### config.mk
export PLATFORM = sky130hd
export DESIGN_NAME = wlvl_seq
export DESIGN_NICKNAME = d
export VERILOG_FILES = /design/src/rtl/wlvl_pkg.sv /design/src/rtl/wlvl_cmd_port.sv /design/src/rtl/wlvl_probe.sv /design/src/rtl/wlvl_lane_book.sv /design/src/rtl/wlvl_seq.sv
export SDC_FILE = /design/constraint.sdc
export NUM_CORES = 1
export LEC_CHECK = 0
export BUFFER_PORTS_ARGS = -buffer_cell sky130_fd_sc_hd__buf_2
export CORE_ASPECT_RATIO = 1.4
export CORE_MARGIN = 1
export CORE_UTILIZATION = 30
export DETAILED_ROUTE_END_ITERATION = 7
export GPL_TIMING_DRIVEN = 0
export PLACE_DENSITY_LB_ADDON = 0.08
export SLEW_MARGIN = 20
export SYNTH_ARGS = -nofsm -noshare
export SYNTH_HDL_FRONTEND = slang
export SYNTH_SLANG_ARGS = --single-unit
export TNS_END_PERCENT = 5
### constraint.sdc
create_clock -name clk -period 6.6 [get_ports clk]
set_input_delay 0.99 -clock clk [delete_from_list [all_inputs] [get_ports clk]]
set_output_delay 0.99 -clock clk [all_outputs]
set_load 0.005 [all_outputs]
### src/rtl/wlvl_pkg.sv
`timescale 1ns/1ps
package wlvl_pkg;

  typedef enum logic [3:0] {
    S_IDLE,
    S_ON_CMD,
    S_ON_WAIT,
    S_LANE_RST,
    S_PROBE_GO,
    S_PROBE_WAIT,
    S_STEP_INC,
    S_LANE_END,
    S_OFF_CMD,
    S_SLIP_PICK,
    S_SLIP_PULSE,
    S_SLIP_GAP,
    S_SLIP_NEXT,
    S_DONE
  } seq_state_t;

endpackage

### src/rtl/wlvl_cmd_port.sv
`timescale 1ns/1ps
module wlvl_cmd_port #(
  parameter int ADDR_W            = 16,
  parameter int BANK_W            = 3,
  parameter logic [15:0] MR1_BASE = 16'h0044,
  parameter int LVL_BIT           = 7,
  parameter int MR_BANK           = 1
) (
  input  logic              clk,
  input  logic              rst_n,
  input  logic              req,
  input  logic              req_on,
  input  logic              cmd_ready,
  output logic              cmd_valid,
  output logic [ADDR_W-1:0] cmd_addr,
  output logic [BANK_W-1:0] cmd_bank,
  output logic              cmd_ras,
  output logic              cmd_cas,
  output logic              cmd_we,
  output logic              cmd_cs,
  output logic              accept
);

  localparam logic [ADDR_W-1:0] BASE_A = ADDR_W'(MR1_BASE);
  localparam logic [ADDR_W-1:0] LVL_M  = ADDR_W'(1) << LVL_BIT;

  logic              valid_q;
  logic [ADDR_W-1:0] addr_q;

  assign accept = valid_q && cmd_ready;

  always_ff @(posedge clk) begin
    if (!rst_n) begin
      valid_q <= 1'b0;
      addr_q  <= '0;
    end else if (accept) begin
      valid_q <= 1'b0;
    end else if (req && !valid_q) begin
      valid_q <= 1'b1;
      addr_q  <= req_on ? (BASE_A | LVL_M) : (BASE_A & ~LVL_M);
    end
  end

  assign cmd_valid = valid_q;
  assign cmd_addr  = addr_q;
  assign cmd_bank  = BANK_W'(MR_BANK);
  assign cmd_ras   = valid_q;
  assign cmd_cas   = valid_q;
  assign cmd_we    = valid_q;
  assign cmd_cs    = valid_q;

endmodule

### src/rtl/wlvl_probe.sv
`timescale 1ns/1ps
module wlvl_probe #(
  parameter int SETTLE = 10,
  parameter int FB_W   = 8
) (
  input  logic            clk,
  input  logic            rst_n,
  input  logic            go,
  input  logic [FB_W-1:0] fb,
  output logic            strobe,
  output logic            res_v,
  output logic            res_nz
);

  localparam int SET_W = $clog2(SETTLE + 1);

  logic [SET_W-1:0] wait_q;
  logic             active_q;

  always_ff @(posedge clk) begin
    if (!rst_n) begin
      wait_q   <= '0;
      active_q <= 1'b0;
      strobe   <= 1'b0;
      res_v    <= 1'b0;
      res_nz   <= 1'b0;
    end else begin
      strobe <= 1'b0;
      res_v  <= 1'b0;
      if (go && !active_q) begin
        strobe   <= 1'b1;
        active_q <= 1'b1;
        wait_q   <= SET_W'(SETTLE);
      end else if (active_q) begin
        if (wait_q <= SET_W'(1)) begin
          active_q <= 1'b0;
          res_v    <= 1'b1;
          res_nz   <= |fb;
        end else begin
          wait_q <= wait_q - SET_W'(1);
        end
      end
    end
  end

endmodule

### src/rtl/wlvl_lane_book.sv
`timescale 1ns/1ps
module wlvl_lane_book #(
  parameter int LANES   = 4,
  parameter int MAX_DLY = 32,
  parameter int DLY_W   = $clog2(MAX_DLY + 1),
  parameter int LANE_W  = (LANES > 1) ? $clog2(LANES) : 1
) (
  input  logic              clk,
  input  logic              rst_n,
  input  logic              wr_en,
  input  logic [LANE_W-1:0] wr_lane,
  input  logic [DLY_W-1:0]  wr_dly,
  input  logic              wr_skew,
  output logic [LANES-1:0]  slip_mask,
  output logic              all_ok
);

  logic [DLY_W-1:0] dly_q [LANES];
  logic [LANES-1:0] skew_q;
  logic [DLY_W-1:0] min_d;
  logic             any_skew;
  logic [DLY_W-1:0] thr;

  always_ff @(posedge clk) begin
    if (!rst_n) begin
      for (int i = 0; i < LANES; i++) dly_q[i] <= '0;
      skew_q <= '0;
    end else if (wr_en) begin
      for (int i = 0; i < LANES; i++) begin
        if (wr_lane == LANE_W'(i)) begin
          dly_q[i]  <= wr_dly;
          skew_q[i] <= wr_skew;
        end
      end
    end
  end

  always_comb begin
    min_d    = '0;
    any_skew = 1'b0;
    all_ok   = 1'b1;
    for (int i = 0; i < LANES; i++) begin
      if (skew_q[i] && (!any_skew || dly_q[i] < min_d)) begin
        min_d    = dly_q[i];
        any_skew = 1'b1;
      end
      if (dly_q[i] >= DLY_W'(MAX_DLY)) all_ok = 1'b0;
    end
  end

  assign thr = min_d >> 1;

  for (genvar g = 0; g < LANES; g++) begin : g_mask
    assign slip_mask[g] = any_skew && (dly_q[g] > thr);
  end

endmodule

### src/rtl/wlvl_seq.sv
`timescale 1ns/1ps
module wlvl_seq
  import wlvl_pkg::*;
#(
  parameter int LANES             = 4,
  parameter int MAX_DLY           = 32,
  parameter int SETTLE            = 10,
  parameter int ENTRY_WAIT        = 100,
  parameter int SLIP_PULSES       = 3,
  parameter int FB_W              = 8,
  parameter int ADDR_W            = 16,
  parameter int BANK_W            = 3,
  parameter logic [15:0] MR1_BASE = 16'h0044,
  parameter int LVL_BIT           = 7,
  parameter int MR_BANK           = 1
) (
  input  logic              clk,
  input  logic              rst_n,
  input  logic              start,
  output logic              cmd_valid,
  input  logic              cmd_ready,
  output logic [ADDR_W-1:0] cmd_addr,
  output logic [BANK_W-1:0] cmd_bank,
  output logic              cmd_ras,
  output logic              cmd_cas,
  output logic              cmd_we,
  output logic              cmd_cs,
  output logic              lvl_en,
  output logic [LANES-1:0]  lane_sel,
  output logic              wdly_rst,
  output logic              wdly_inc,
  output logic              lvl_strobe,
  input  logic [FB_W-1:0]   fb_byte,
  output logic              rd_slip,
  output logic              busy,
  output logic              done,
  output logic              pass
);

  localparam int LANE_W = (LANES > 1) ? $clog2(LANES) : 1;
  localparam int DLY_W  = $clog2(MAX_DLY + 1);
  localparam int EW_W   = $clog2(ENTRY_WAIT + 1);
  localparam int SL_W   = $clog2(SLIP_PULSES + 1);
  localparam logic [LANE_W-1:0] LAST_LANE = LANE_W'(LANES - 1);

  seq_state_t        state_q;
  logic [LANE_W-1:0] lane_q;
  logic [LANE_W-1:0] slip_lane_q;
  logic [DLY_W-1:0]  cnt_q;
  logic              phase_low_q;
  logic              first_q;
  logic              skew_q;
  logic [EW_W-1:0]   wait_q;
  logic [SL_W-1:0]   slip_n_q;
  logic              lvl_en_q;
  logic              pass_q;

  logic              cmd_req, cmd_on, accept;
  logic              probe_go, res_v, res_nz;
  logic [LANES-1:0]  slip_mask;
  logic              all_ok;
  logic              step;

  assign cmd_req  = (state_q == S_IDLE && start) ||
                    (state_q == S_LANE_END && lane_q == LAST_LANE);
  assign cmd_on   = (state_q == S_IDLE);
  assign probe_go = (state_q == S_PROBE_GO);

  wlvl_cmd_port #(
    .ADDR_W(ADDR_W), .BANK_W(BANK_W), .MR1_BASE(MR1_BASE),
    .LVL_BIT(LVL_BIT), .MR_BANK(MR_BANK)
  ) u_cmd (
    .clk(clk), .rst_n(rst_n), .req(cmd_req), .req_on(cmd_on),
    .cmd_ready(cmd_ready), .cmd_valid(cmd_valid), .cmd_addr(cmd_addr),
    .cmd_bank(cmd_bank), .cmd_ras(cmd_ras), .cmd_cas(cmd_cas),
    .cmd_we(cmd_we), .cmd_cs(cmd_cs), .accept(accept)
  );

  wlvl_probe #(.SETTLE(SETTLE), .FB_W(FB_W)) u_probe (
    .clk(clk), .rst_n(rst_n), .go(probe_go), .fb(fb_byte),
    .strobe(lvl_strobe), .res_v(res_v), .res_nz(res_nz)
  );

  wlvl_lane_book #(.LANES(LANES), .MAX_DLY(MAX_DLY)) u_book (
    .clk(clk), .rst_n(rst_n), .wr_en(state_q == S_LANE_END),
    .wr_lane(lane_q), .wr_dly(cnt_q), .wr_skew(skew_q),
    .slip_mask(slip_mask), .all_ok(all_ok)
  );

  // A zero sample always calls for another step; a high sample does so
  // only while the lane is still being pushed into the zero zone.
  assign step = !res_nz || phase_low_q;

  always_ff @(posedge clk) begin
    if (!rst_n) begin
      state_q     <= S_IDLE;
      lane_q      <= '0;
      slip_lane_q <= '0;
      cnt_q       <= '0;
      phase_low_q <= 1'b0;
      first_q     <= 1'b0;
      skew_q      <= 1'b0;
      wait_q      <= '0;
      slip_n_q    <= '0;
      lvl_en_q    <= 1'b0;
      pass_q      <= 1'b0;
    end else begin
      unique case (state_q)
        S_IDLE: if (start) begin
          pass_q  <= 1'b0;
          state_q <= S_ON_CMD;
        end
        S_ON_CMD: if (accept) begin
          lvl_en_q <= 1'b1;
          wait_q   <= EW_W'(ENTRY_WAIT);
          state_q  <= S_ON_WAIT;
        end
        S_ON_WAIT: begin
          if (wait_q == '0) begin
            lane_q  <= '0;
            state_q <= S_LANE_RST;
          end else begin
            wait_q <= wait_q - EW_W'(1);
          end
        end
        S_LANE_RST: begin
          cnt_q       <= '0;
          phase_low_q <= 1'b1;
          first_q     <= 1'b1;
          skew_q      <= 1'b0;
          state_q     <= S_PROBE_GO;
        end
        S_PROBE_GO: state_q <= S_PROBE_WAIT;
        S_PROBE_WAIT: if (res_v) begin
          first_q <= 1'b0;
          if (first_q) skew_q <= res_nz;
          if (!res_nz) phase_low_q <= 1'b0;
          if (step) begin
            cnt_q <= cnt_q + DLY_W'(1);
            if (cnt_q == DLY_W'(MAX_DLY - 1)) state_q <= S_LANE_END;
            else                              state_q <= S_STEP_INC;
          end else begin
            state_q <= S_LANE_END;
          end
        end
        S_STEP_INC: state_q <= S_PROBE_GO;
        S_LANE_END: begin
          if (lane_q == LAST_LANE) begin
            state_q <= S_OFF_CMD;
          end else begin
            lane_q  <= lane_q + LANE_W'(1);
            state_q <= S_LANE_RST;
          end
        end
        S_OFF_CMD: if (accept) begin
          lvl_en_q    <= 1'b0;
          pass_q      <= all_ok;
          slip_lane_q <= LAST_LANE;
          state_q     <= all_ok ? S_SLIP_PICK : S_DONE;
        end
        S_SLIP_PICK: begin
          if (slip_mask[slip_lane_q]) begin
            slip_n_q <= '0;
            state_q  <= S_SLIP_PULSE;
          end else begin
            state_q <= S_SLIP_NEXT;
          end
        end
        S_SLIP_PULSE: begin
          if (slip_n_q == SL_W'(SLIP_PULSES - 1)) begin
            state_q <= S_SLIP_NEXT;
          end else begin
            slip_n_q <= slip_n_q + SL_W'(1);
            state_q  <= S_SLIP_GAP;
          end
        end
        S_SLIP_GAP: state_q <= S_SLIP_PULSE;
        S_SLIP_NEXT: begin
          if (slip_lane_q == '0) begin
            state_q <= S_DONE;
          end else begin
            slip_lane_q <= slip_lane_q - LANE_W'(1);
            state_q     <= S_SLIP_PICK;
          end
        end
        S_DONE:  state_q <= S_IDLE;
        default: state_q <= S_IDLE;
      endcase
    end
  end

  always_comb begin
    unique case (state_q)
      S_LANE_RST, S_PROBE_GO, S_PROBE_WAIT, S_STEP_INC, S_LANE_END:
        lane_sel = LANES'(1) << lane_q;
      S_SLIP_PULSE, S_SLIP_GAP:
        lane_sel = LANES'(1) << slip_lane_q;
      default:
        lane_sel = '0;
    endcase
  end

  assign lvl_en   = lvl_en_q;
  assign wdly_rst = (state_q == S_LANE_RST);
  assign wdly_inc = (state_q == S_STEP_INC);
  assign rd_slip  = (state_q == S_SLIP_PULSE);
  assign busy     = (state_q != S_IDLE);
  assign done     = (state_q == S_DONE);
  assign pass     = pass_q;

endmodule

==> qor.yml <==
status: "finished, final reports clean"
synth_compound_area_share_pct: 16.5
cts_buffers: 9
area_growth_pct: 28.6
grt_setup_unrepaired: "true"
fin_crit_sh_pct: 99.1
ys_async_sr_fraction_pct: 0
grt_pass1_vias: 3978
rows: 53
worst_clock_skew_ns: 0.00832
hold_buffers: 0
syn_avg_cell_area_sq_um: 8.87
synth-xor-area-share_pct: 1.91
synth_top_family_by_area: "simple AND/OR/NAND/NOR gates"
r2r-end: "state_q[1]$_SDFFE_PN0P_"
cts_num_sinks: 67
max-cap-violations: 0
ys_seq_area_share_pct: 34.6
hold_path.class: "register to register"
cts_tree: "yes"
antenna_found_initial: 0
timing_hold_violations_final: 0
ff2ff_path_depth: 28
dpl-instance-area_sq_um: 5020
slowest_delay_ns: 0.49
avgViaCountPerCell: 4.99
synth_top_area_share_pct: 18.8
place.gp.congestion: 0.859
grt_pass1_wl_um: 20400
worst_ep_required_time_ns: 6.82
drtIter0Drc: 198
synth_most_common_cell: "ha_1"
antenna_cells: 0
grt_overflow_total: 0
synth_cell_types: 66
critical_path.slowest_cell: "edfxtp_1"
wl_um: 12800
start_util_pct: 30.5
grt_max_degree: 15
io_pins: 48
reg2reg_slack_ns: 0.06
core-area_sq_um: 15000
critPathKind: "register to register"
crit_path_max_fanout: 7
start_kind: "register"
drc: 0
synth_edf_count: 24
synth-seq-cells: 67
min_from: "phase_low_q$_SDFFE_PN0P_"
synthAdderAreaFrac_pct: 12.6
port_buffers: 30
design_area_sq_um: 5890
clockBufferDepth: 2
ys_warn_count: 0
tightest_slew_ns: 0.649
layout_min_cycle_time_ns: 6.54
rr_startpoint: "u_book.dly_q[1][3]$_SDFFCE_PN0P_"
dpl.hpwl_um: 9790
relSlewSlack_pct: 56.4
powerDensity_nw_per_um2: 200
drive_above_1_share_pct: 27.1
timing.hold.ws_ns: 0.468
detail_route.first_pass.iterations: 5
power_leakage_nw: 2.47
ir_worst_vdd_v: 0.000122
final_nets: 659
clk_pin_slew_ns: 0.06
drv_slew: 0
ant_nets: 0
syn_inst: 516
crit_arrival_ns: 6.77
synthMuxAreaShare_pct: 4.37
die_area_sq_um: 15800
num_vias: 3981
end_kind: "register"
synth-main-ff-cell: "dfxtp_1"
grt_usage_pct: 17.0
synth-simple-area-share_pct: 21.5
crit_top_cell: "ha_4"
die_w_um: 106
synth_largest_area_cell: "dfxtp_1"
yosys-top-cells-area: "dfxtp_1, edfxtp_1, ha_1"
cts-root-buf: "clkbuf_16"
clk_latency_ns: 0.33
h-tree-depth: 3
wl_per_cell_um: 16.0
critPathLaunch: "u_book.dly_q[1][3]$_SDFFCE_PN0P_"
endpoint: "state_q[1]$_SDFFE_PN0P_"
ys_top_cells_by_count: "ha_1, nand2_1, dfxtp_1"
synth_area_sq_um: 4580
dieHeight_um: 148
fmax_mhz: 153
setup_violations: 0
==> final cells by class <==
cell class | instances | area [sq um]
Buffer | 37 | 235
Clock buffer | 9 | 225
Clock inverter | 7 | 60.1
Fill cell | 1551 | 9100
Inverter | 40 | 150
Multi-Input combinational cell | 386 | 3020
Sequential cell | 67 | 1580
Tap cell | 192 | 240
Timing Repair Buffer | 60 | 379
==> layer usage <==
| layer | track usage [%] | vias up | wire length (um) |
|---|---|---|---|
| met5 | 0 | - | 0 |
| met4 | 9.31 | 0 | 440 |
| met3 | 2.89 | 29 | 326 |
| li1 | - | 1998 | - |
| met2 | 31.9 | 61 | 7010 |
| met1 | 17.7 | 1893 | 4990 |
==> layout by cell type (no fill, tap or decap), types with 5 or more instances in the layout <==
| cell | count |
|---|---|
| a21oi_1 | 22 |
| a21oi_2 | 7 |
| a31oi_1 | 7 |
| and2_1 | 25 |
| and3_1 | 9 |
| buf_2 | 32 |
| buf_4 | 50 |
| clkbuf_1 | 12 |
| clkbuf_16 | 9 |
| conb_1 | 16 |
| dfxtp_1 | 42 |
| edfxtp_1 | 24 |
| ha_1 | 34 |
| ha_4 | 11 |
| inv_1 | 40 |
| mux2_4 | 9 |
| mux2i_1 | 5 |
| nand2_1 | 41 |
| nand3_1 | 14 |
| nand4_1 | 7 |
| nor2_1 | 33 |
| nor2b_1 | 8 |
| nor3_1 | 12 |
| nor4_1 | 8 |
| o21a_1 | 7 |
| o21ai_0 | 14 |
| or3_1 | 6 |
| xor2_1 | 7 |
==> cells by family after synthesis <==
kind of cell	count (synthesis)
AOI/OAI and AO/OA	110
xor gates and xnor gates	10
adders and majority gates	46
buffers and inverters	77
DFF	67
muxes	17
other	2
and+or+nand+nor	187
==> worst max-delay path, delay by kind of cell (launching register included) <==
kind,cells,cell delay [ns]
simple gates,2,0.51
fa+ha+maj,4,1.07
mux,3,1.00
compound gates,18,3.22
buf+inv,1,0.15
flops,1,0.49
==> per-stage QoR <==
| step | util, % | power [mW] | worst slack [ns] | setup TNS [ns] | instances |
|---|---|---|---|---|---|
| 5_1_grt | 39.3 | 1.24 | -0.203 | -0.708 | 798 |
| 4_1_cts | 37.6 | 1.19 | 0.00953 | 0 | 791 |
| 3_3_place_gp | 33.5 | 0.715 | -0.819 | -2.97 | 752 |
| 3_5_place_dp | 33.5 | 0.717 | -0.991 | -3.65 | 752 |
| 6_report | 39.3 | 1.18 | 0.0580 | 0 | 798 |
| 2_1_floorplan | - | 0.647 | 0.145 | 0 | 530 |
==> state kept, by name, indices dropped and copies added (netlist names), 2 cells and up <==
signal	count
wait_q	7
slip_lane_q	2
slip_n_q	2
u_book.skew_q	4
lane_q	2
u_book.dly_q	24
cnt_q	6
state_q	4
u_cmd.cmd_addr	2
u_probe.wait_q	4
==> timing repair <==
item / CTS / global route
resized for setup: 31 / 31
buffers inserted: 23 / 7
setup endpoints to repair: 4 / 4
pin swaps: 11 / 18
hold endpoints to repair: 0 / 0
==> worst min-delay path by stage <==
stage / endpoint / cells after the start
global placement: phase_low_q$_SDFFE_PN0P_ / 2
floorplan: phase_low_q$_SDFFE_PN0P_ / 2
CTS: phase_low_q$_SDFFE_PN0P_ / 2
detailed placement: phase_low_q$_SDFFE_PN0P_ / 2
global route: phase_low_q$_SDFFE_PN0P_ / 2
finish: phase_low_q$_SDFFE_PN0P_ / 2
==> power breakdown <==
| part | total [mW] | internal [mW] | switching (mW) |
|---|---|---|---|
| Clock | 0.451 | 0.260 | 0.191 |
| Sequential | 0.478 | 0.454 | 0.0235 |
| Combinational | 0.249 | 0.111 | 0.138 |
(Power assumes the default switching activity.)
